### config.mk
export PLATFORM = sky130hd
export DESIGN_NAME = crtc_timing_gen
export DESIGN_NICKNAME = d
export VERILOG_FILES = /design/src/rtl/crtc_pkg.sv /design/src/rtl/crtc_regs.sv /design/src/rtl/crtc_axis.sv /design/src/rtl/crtc_timing_gen.sv
export SDC_FILE = /design/constraint.sdc
export NUM_CORES = 1
export LEC_CHECK = 0
export ABC_AREA = 1
export BUFFER_PORTS_ARGS = -buffer_cell sky130_fd_sc_hd__buf_2
export CORE_ASPECT_RATIO = 1.5
export CORE_UTILIZATION = 55
export DETAILED_ROUTE_END_ITERATION = 6
export GPL_TIMING_DRIVEN = 0
export HOLD_SLACK_MARGIN = 0.06
export PLACE_DENSITY = 0.72
export SLEW_MARGIN = 20
export SYNTH_ARGS = -nofsm -noshare
export SYNTH_HDL_FRONTEND = slang
export SYNTH_SLANG_ARGS = --single-unit
### constraint.sdc
create_clock -name clk -period 2.9 [get_ports clk]
set_input_delay 0.29 -clock clk [delete_from_list [all_inputs] [get_ports clk]]
set_output_delay 0.29 -clock clk [all_outputs]
set_load 0.1 [all_outputs]
### src/rtl/crtc_pkg.sv
package crtc_pkg;

    localparam int H_W         = 9;
    localparam int V_W         = 11;
    localparam int HSE_W       = 5;
    localparam int VSE_W       = 4;
    localparam int ADDR_W      = 4;
    localparam int DATA_W      = 11;
    localparam int CHAR_PIX    = 8;
    localparam int H_TOTAL_OFS = 5;
    localparam int V_TOTAL_OFS = 2;

    typedef enum logic [ADDR_W-1:0] {
        RA_H_TOTAL  = 4'd0,
        RA_H_DEND   = 4'd1,
        RA_HB_START = 4'd2,
        RA_HB_END   = 4'd3,
        RA_HS_START = 4'd4,
        RA_HS_END   = 4'd5,
        RA_V_TOTAL  = 4'd6,
        RA_V_DEND   = 4'd7,
        RA_VB_START = 4'd8,
        RA_VB_END   = 4'd9,
        RA_VS_START = 4'd10,
        RA_VS_END   = 4'd11,
        RA_LINE_CMP = 4'd12,
        RA_POLARITY = 4'd13,
        RA_POWER    = 4'd14
    } reg_addr_e;

    typedef struct packed {
        logic [H_W-1:0]   total;
        logic [H_W-1:0]   disp_end;
        logic [H_W-1:0]   blank_s;
        logic [H_W-1:0]   blank_e;
        logic [H_W-1:0]   sync_s;
        logic [HSE_W-1:0] sync_e;
    } h_timing_t;

    typedef struct packed {
        logic [V_W-1:0]   total;
        logic [V_W-1:0]   disp_end;
        logic [V_W-1:0]   blank_s;
        logic [V_W-1:0]   blank_e;
        logic [V_W-1:0]   sync_s;
        logic [VSE_W-1:0] sync_e;
        logic [V_W-1:0]   line_cmp;
    } v_timing_t;

    typedef struct packed {
        logic hs_low;
        logic vs_low;
    } polarity_t;

    typedef struct packed {
        logic hs_off;
        logic vs_off;
        logic scr_off;
        logic run;
    } power_t;

    // drive level of a sync pin: active state, optionally inverted
    function automatic logic sync_level(input logic active, input logic gate_off,
                                        input logic low);
        return (active && !gate_off) ^ low;
    endfunction

endpackage

### src/rtl/crtc_regs.sv
module crtc_regs
    import crtc_pkg::*;
(
    input  logic              clk,
    input  logic              rst,
    input  logic              we,
    input  logic [ADDR_W-1:0] addr,
    input  logic [DATA_W-1:0] wdata,
    input  logic              frame_load,
    output h_timing_t         h_act,
    output v_timing_t         v_act,
    output polarity_t         pol,
    output power_t            pwr
);

    h_timing_t h_sh;
    v_timing_t v_sh;

    always_ff @(posedge clk) begin
        if (rst) begin
            h_sh  <= '0;
            v_sh  <= '0;
            h_act <= '0;
            v_act <= '0;
            pol   <= '0;
            pwr   <= '0;
        end else begin
            // shadow set moves to the active set only at a frame boundary
            if (frame_load) begin
                h_act <= h_sh;
                v_act <= v_sh;
            end
            if (we) begin
                case (addr)
                    RA_H_TOTAL:  h_sh.total    <= wdata[H_W-1:0];
                    RA_H_DEND:   h_sh.disp_end <= wdata[H_W-1:0];
                    RA_HB_START: h_sh.blank_s  <= wdata[H_W-1:0];
                    RA_HB_END:   h_sh.blank_e  <= wdata[H_W-1:0];
                    RA_HS_START: h_sh.sync_s   <= wdata[H_W-1:0];
                    RA_HS_END:   h_sh.sync_e   <= wdata[HSE_W-1:0];
                    RA_V_TOTAL:  v_sh.total    <= wdata[V_W-1:0];
                    RA_V_DEND:   v_sh.disp_end <= wdata[V_W-1:0];
                    RA_VB_START: v_sh.blank_s  <= wdata[V_W-1:0];
                    RA_VB_END:   v_sh.blank_e  <= wdata[V_W-1:0];
                    RA_VS_START: v_sh.sync_s   <= wdata[V_W-1:0];
                    RA_VS_END:   v_sh.sync_e   <= wdata[VSE_W-1:0];
                    RA_LINE_CMP: v_sh.line_cmp <= wdata[V_W-1:0];
                    RA_POLARITY: pol <= '{hs_low: wdata[6], vs_low: wdata[7]};
                    RA_POWER:    pwr <= '{hs_off: wdata[7], vs_off: wdata[6],
                                          scr_off: wdata[5], run: wdata[0]};
                    default: ;
                endcase
            end
        end
    end

endmodule

### src/rtl/crtc_axis.sv
module crtc_axis #(
    parameter int W    = 9,
    parameter int SE_W = 5,
    parameter int OFS  = 5
) (
    input  logic            clk,
    input  logic            rst,
    input  logic            run,
    input  logic            tick,
    input  logic [W-1:0]    total,
    input  logic [W-1:0]    disp_end,
    input  logic [W-1:0]    blank_s,
    input  logic [W-1:0]    blank_e,
    input  logic [W-1:0]    sync_s,
    input  logic [SE_W-1:0] sync_e,
    output logic [W:0]      cnt,
    output logic            at_last,
    output logic            in_disp,
    output logic            in_blank,
    output logic            sync_act
);

    localparam int CW = W + 1;

    logic [CW-1:0] last_val;
    logic [CW-1:0] nxt;

    // stored total carries a fixed bias; one extra bit holds the top count
    assign last_val = {1'b0, total} + CW'(OFS - 1);
    assign at_last  = (cnt == last_val);
    assign nxt      = at_last ? '0 : cnt + 1'b1;

    always_ff @(posedge clk) begin
        if (rst || !run) begin
            cnt      <= '0;
            sync_act <= 1'b0;
        end else if (tick) begin
            cnt <= nxt;
            if (nxt == {1'b0, sync_s})
                sync_act <= 1'b1;
            else if (nxt[SE_W-1:0] == sync_e)
                sync_act <= 1'b0;
        end
    end

    assign in_disp  = (cnt <= {1'b0, disp_end});
    assign in_blank = (cnt > {1'b0, blank_s}) && (cnt <= {1'b0, blank_e});

endmodule

### src/rtl/crtc_timing_gen.sv
module crtc_timing_gen
    import crtc_pkg::*;
(
    input  logic              clk,
    input  logic              rst,
    input  logic              pix_ce,
    input  logic              cfg_we,
    input  logic [ADDR_W-1:0] cfg_addr,
    input  logic [DATA_W-1:0] cfg_wdata,
    output logic              hsync,
    output logic              vsync,
    output logic              hblank,
    output logic              vblank,
    output logic              disp_en,
    output logic [V_W-1:0]    raster_line,
    output logic              line_hit
);

    localparam int PX_W = $clog2(CHAR_PIX);

    h_timing_t h_act;
    v_timing_t v_act;
    polarity_t pol;
    power_t    pwr;

    logic            run;
    logic            char_tick;
    logic            frame_load;
    logic [PX_W-1:0] px;
    logic [H_W:0]    h_cnt;
    logic [V_W:0]    v_cnt;
    logic            h_last, v_last;
    logic            h_disp, v_disp;
    logic            h_blank, v_blank;
    logic            h_sync, v_sync;

    assign run        = pwr.run;
    assign char_tick  = run && pix_ce && (px == PX_W'(CHAR_PIX - 1));
    assign frame_load = !run || (char_tick && h_last && v_last);

    crtc_regs u_regs (
        .clk        (clk),
        .rst        (rst),
        .we         (cfg_we),
        .addr       (cfg_addr),
        .wdata      (cfg_wdata),
        .frame_load (frame_load),
        .h_act      (h_act),
        .v_act      (v_act),
        .pol        (pol),
        .pwr        (pwr)
    );

    // pixel position inside the current character
    always_ff @(posedge clk) begin
        if (rst || !run)
            px <= '0;
        else if (pix_ce)
            px <= char_tick ? '0 : px + 1'b1;
    end

    crtc_axis #(.W(H_W), .SE_W(HSE_W), .OFS(H_TOTAL_OFS)) u_h (
        .clk      (clk),
        .rst      (rst),
        .run      (run),
        .tick     (char_tick),
        .total    (h_act.total),
        .disp_end (h_act.disp_end),
        .blank_s  (h_act.blank_s),
        .blank_e  (h_act.blank_e),
        .sync_s   (h_act.sync_s),
        .sync_e   (h_act.sync_e),
        .cnt      (h_cnt),
        .at_last  (h_last),
        .in_disp  (h_disp),
        .in_blank (h_blank),
        .sync_act (h_sync)
    );

    crtc_axis #(.W(V_W), .SE_W(VSE_W), .OFS(V_TOTAL_OFS)) u_v (
        .clk      (clk),
        .rst      (rst),
        .run      (run),
        .tick     (char_tick && h_last),
        .total    (v_act.total),
        .disp_end (v_act.disp_end),
        .blank_s  (v_act.blank_s),
        .blank_e  (v_act.blank_e),
        .sync_s   (v_act.sync_s),
        .sync_e   (v_act.sync_e),
        .cnt      (v_cnt),
        .at_last  (v_last),
        .in_disp  (v_disp),
        .in_blank (v_blank),
        .sync_act (v_sync)
    );

    assign hsync       = sync_level(h_sync, pwr.hs_off, pol.hs_low);
    assign vsync       = sync_level(v_sync, pwr.vs_off, pol.vs_low);
    assign hblank      = run && h_blank;
    assign vblank      = run && v_blank;
    assign disp_en     = run && !pwr.scr_off && h_disp && v_disp;
    assign raster_line = v_cnt[V_W-1:0];
    assign line_hit    = run && (v_cnt == {1'b0, v_act.line_cmp});

endmodule

==> results.yml <==
sta:
  rsz0062_at_grt: "false"
  finalCritPeriodShare_pct: 98.5
  drv_slew: 0
  fmax_mhz: 350
  fin_tns_setup_ns: 0
  layout_min_cycle_time_ns: 2.86
  hold_viol_final: 0
  fin_hold_ws_ns: 0.0790
  relSlewSlack_pct: 22.6
  skew_ns: 0.0189
  tightest_slew_ns: 1.16
  finalSetupViolations: 0
clock_network:
  cts_tree: "yes"
  cts.clk_slew.worst_paths_ns: 0.06
  htree_levels: 1
  cts_buffers: 26
  cts_sinks: 273
  worstSkewPairLatency_ns: 0.54
  cts_buffer_depth: 3
  cts_root_buf: "clkbuf_16"
yosys:
  synth_edf_count: 0
  synth_ff_type: "dfxtp_1"
  synth_seq_cells: 273
  synth_top_family_by_area: "simple AND/OR/NAND/NOR gates"
  async_flop_share_pct: 0
  synth_area_per_cell_um2: 7.15
  synth_mux_area_share_pct: 0
  yosysUniqueCellTypes: 42
  synth_compound_area_share_pct: 14.2
  yosys.area_share.simple_pct: 27.5
  yosys_warnings: 0
  synthXorXnorAreaFrac_pct: 2.39
  syn_area_um2: 13600
  ys_seq_area_share_pct: 40.3
  syn_nets: 1981
  synth_adder_area_share_pct: 6.09
  synthCells: 1896
global_routing:
  antenna_found_initial: 2
  grt_pass1_wl_um: 60900
  globalRouteOverflowTotal: 0
  grtUsageTotal_pct: 31.4
  grt_pass1_vias: 11900
  grt_max_degree: 15
routing:
  wl_per_cell_um: 17.0
  vias: 12500
  drcViolationCount: 0
  dr.pass1.iters: 5
  drtIter0Drc: 629
  routed_wl_um: 39300
  viasPerCell: 5.40
  ant_nets: 0
cells_and_area:
  layout_commonest_cell: "nor2_1"
  nNetsFinal: 2050
  drive_above_1_share_pct: 13.7
  fill_cells: 2288
  layout_common_cells: "nor2_1, dfxtp_1, nand2_1, o21ai_0, inv_1"
  syn_to_final_growth_pct: 12.5
  final_area_um2: 15300
die:
  fp-row-count: 70
  fp.coreArea_um2: 24300
  die_height_um: 194
  ioPinCount: 36
  fp.dieW_um: 130
  start_util_pct: 55.9
  die_area_um2: 25300
setup_path:
  critPathRequiredTime_ns: 2.61
  crit_path_end_kind: "output port"
  cp_data_arrival_time_ns: 2.57
  cp_max_fo: 5
  critPathKind: "reg -> out"
  startpoint_type: "flip-flop"
placed_design:
  gp_congestion: 0.920
  postPlaceCellArea_um2: 14200
  io_buffer_count: 35
  dp.final_hpwl_um: 28400
power:
  ir_drop_v: 0.000510
  power.density_nw_per_um2: 515
  p_leak_uw: 0.00659
job:
  drv_cap: 0
min_path:
  min-delay-path-class: "in -> reg"
outcome:
  status: "completed"
synth_stat cells, types with 11 or more instances:
master / count / area share, %
xor2_1: 26 / 1.7
nand3_1: 57 / 2.1
inv_1: 182 / 5.0
a21oi_1: 63 / 2.3
ha_1: 66 / 6.1
clkbuf_1: 59 / 1.6
nand4_1: 11 / 0.51
nand3b_1: 12 / 0.66
buf_4: 11 / 0.61
o21ai_1: 98 / 3.6
nand2_1: 196 / 5.4
o21ai_0: 192 / 7.1
nor2_2: 104 / 4.8
nor2_1: 446 / 12
buf_6: 21 / 1.7
xnor2_1: 11 / 0.71
dfxtp_1: 273 / 40
nor3_1: 18 / 0.66
repair_timing:
action | CTS | global route
gates resized for setup | 26 | 34
pin swaps | 0 | 2
hold endpoints to repair | 2 | 0
setup endpoints to repair | 4 | 98
hold buffers | 1 | 0
setup buffers | 0 | 7
stage by stage:
step                      setup WS (ns)  utilization, %  cells  total power (uW)
after floorplan                   0.224               -   1896              4340
after global placement           0.0491            58.5   2255              4510
after detailed placement         0.0490            58.5   2255              4520
after CTS                       0.00449            62.2   2300              7880
after global routing            0.00184            62.9   2307              8110
final                            0.0429            62.9   2309              7850
state kept, by name (all words and copies together), names as in the netlist:
register and flops:
px 3, u_h.cnt 10, u_h.sync_act 1, u_regs.h_act 50, u_regs.h_sh 50, u_regs.pol 2, u_regs.pwr 4, u_regs.v_act 70
u_regs.v_sh 70, u_v.cnt 12, u_v.sync_act 1
per-layer routing:
layer | part of all wire (%) | vias to the layer above | wire length, um | global-route usage (%)
met3 | 5.3 | 140 | 2070 | 4.24
li1 | - | 6207 | - | -
met1 | 39 | 5756 | 15300 | 34.7
met5 | 0 | - | 0 | 0
met2 | 49 | 355 | 19400 | 56.1
met4 | 6.4 | 0 | 2510 | 18.7
power breakdown:
| part | switching (uW) | internal, uW |
|---|---|---|
| clock network | 1440 | 1970 |
| registers | 55.6 | 3820 |
| logic | 380 | 190 |
worst paths after layout:
| kind | startpoint | to | slack (ns) | cells past startpoint |
|---|---|---|---|---|
| setup / recovery | u_regs.pwr[0] | line_hit | 0.04 | 4 |
| hold / removal | cfg_wdata[7] | u_regs.h_sh[21] | 0.08 | 3 |
| hold reg to reg | u_regs.h_sh[48] | u_regs.h_sh[48] | 0.46 | 2 |
| setup reg to reg | u_regs.h_act[43] | u_regs.v_act[10] | 0.34 | 17 |
critical path, cell delays in order (launching register included):
cell	delay [ns]
dfxtp_1	0.57
inv_1	0.31
a2111o_1	0.49
nor4_4	0.30
buf_4	0.35
cell families after synthesis:
family	count (synthesis)
and+or+nand+nor	860
AOI/OAI and AO/OA	373
buffers and inverters	287
DFF	273
adders and majority gates	66
xor gates and xnor gates	37
cell type report:
cell class | instances | area [um2] | share of cell area [%]
inverters | 188 | 711 | 4.66
well taps | 324 | 405 | 2.66
multi-input cells | 1336 | 6920 | 45.3
diodes | 2 | 5.00 | 0.0328
flip-flops and latches | 273 | 5520 | 36.2
repair buffers | 43 | 263 | 1.72
plain buffers | 97 | 584 | 3.83
clock buffers | 42 | 802 | 5.26
clock inverters | 4 | 47.5 | 0.312
Note: power is estimated with default switching activity, not from simulation.
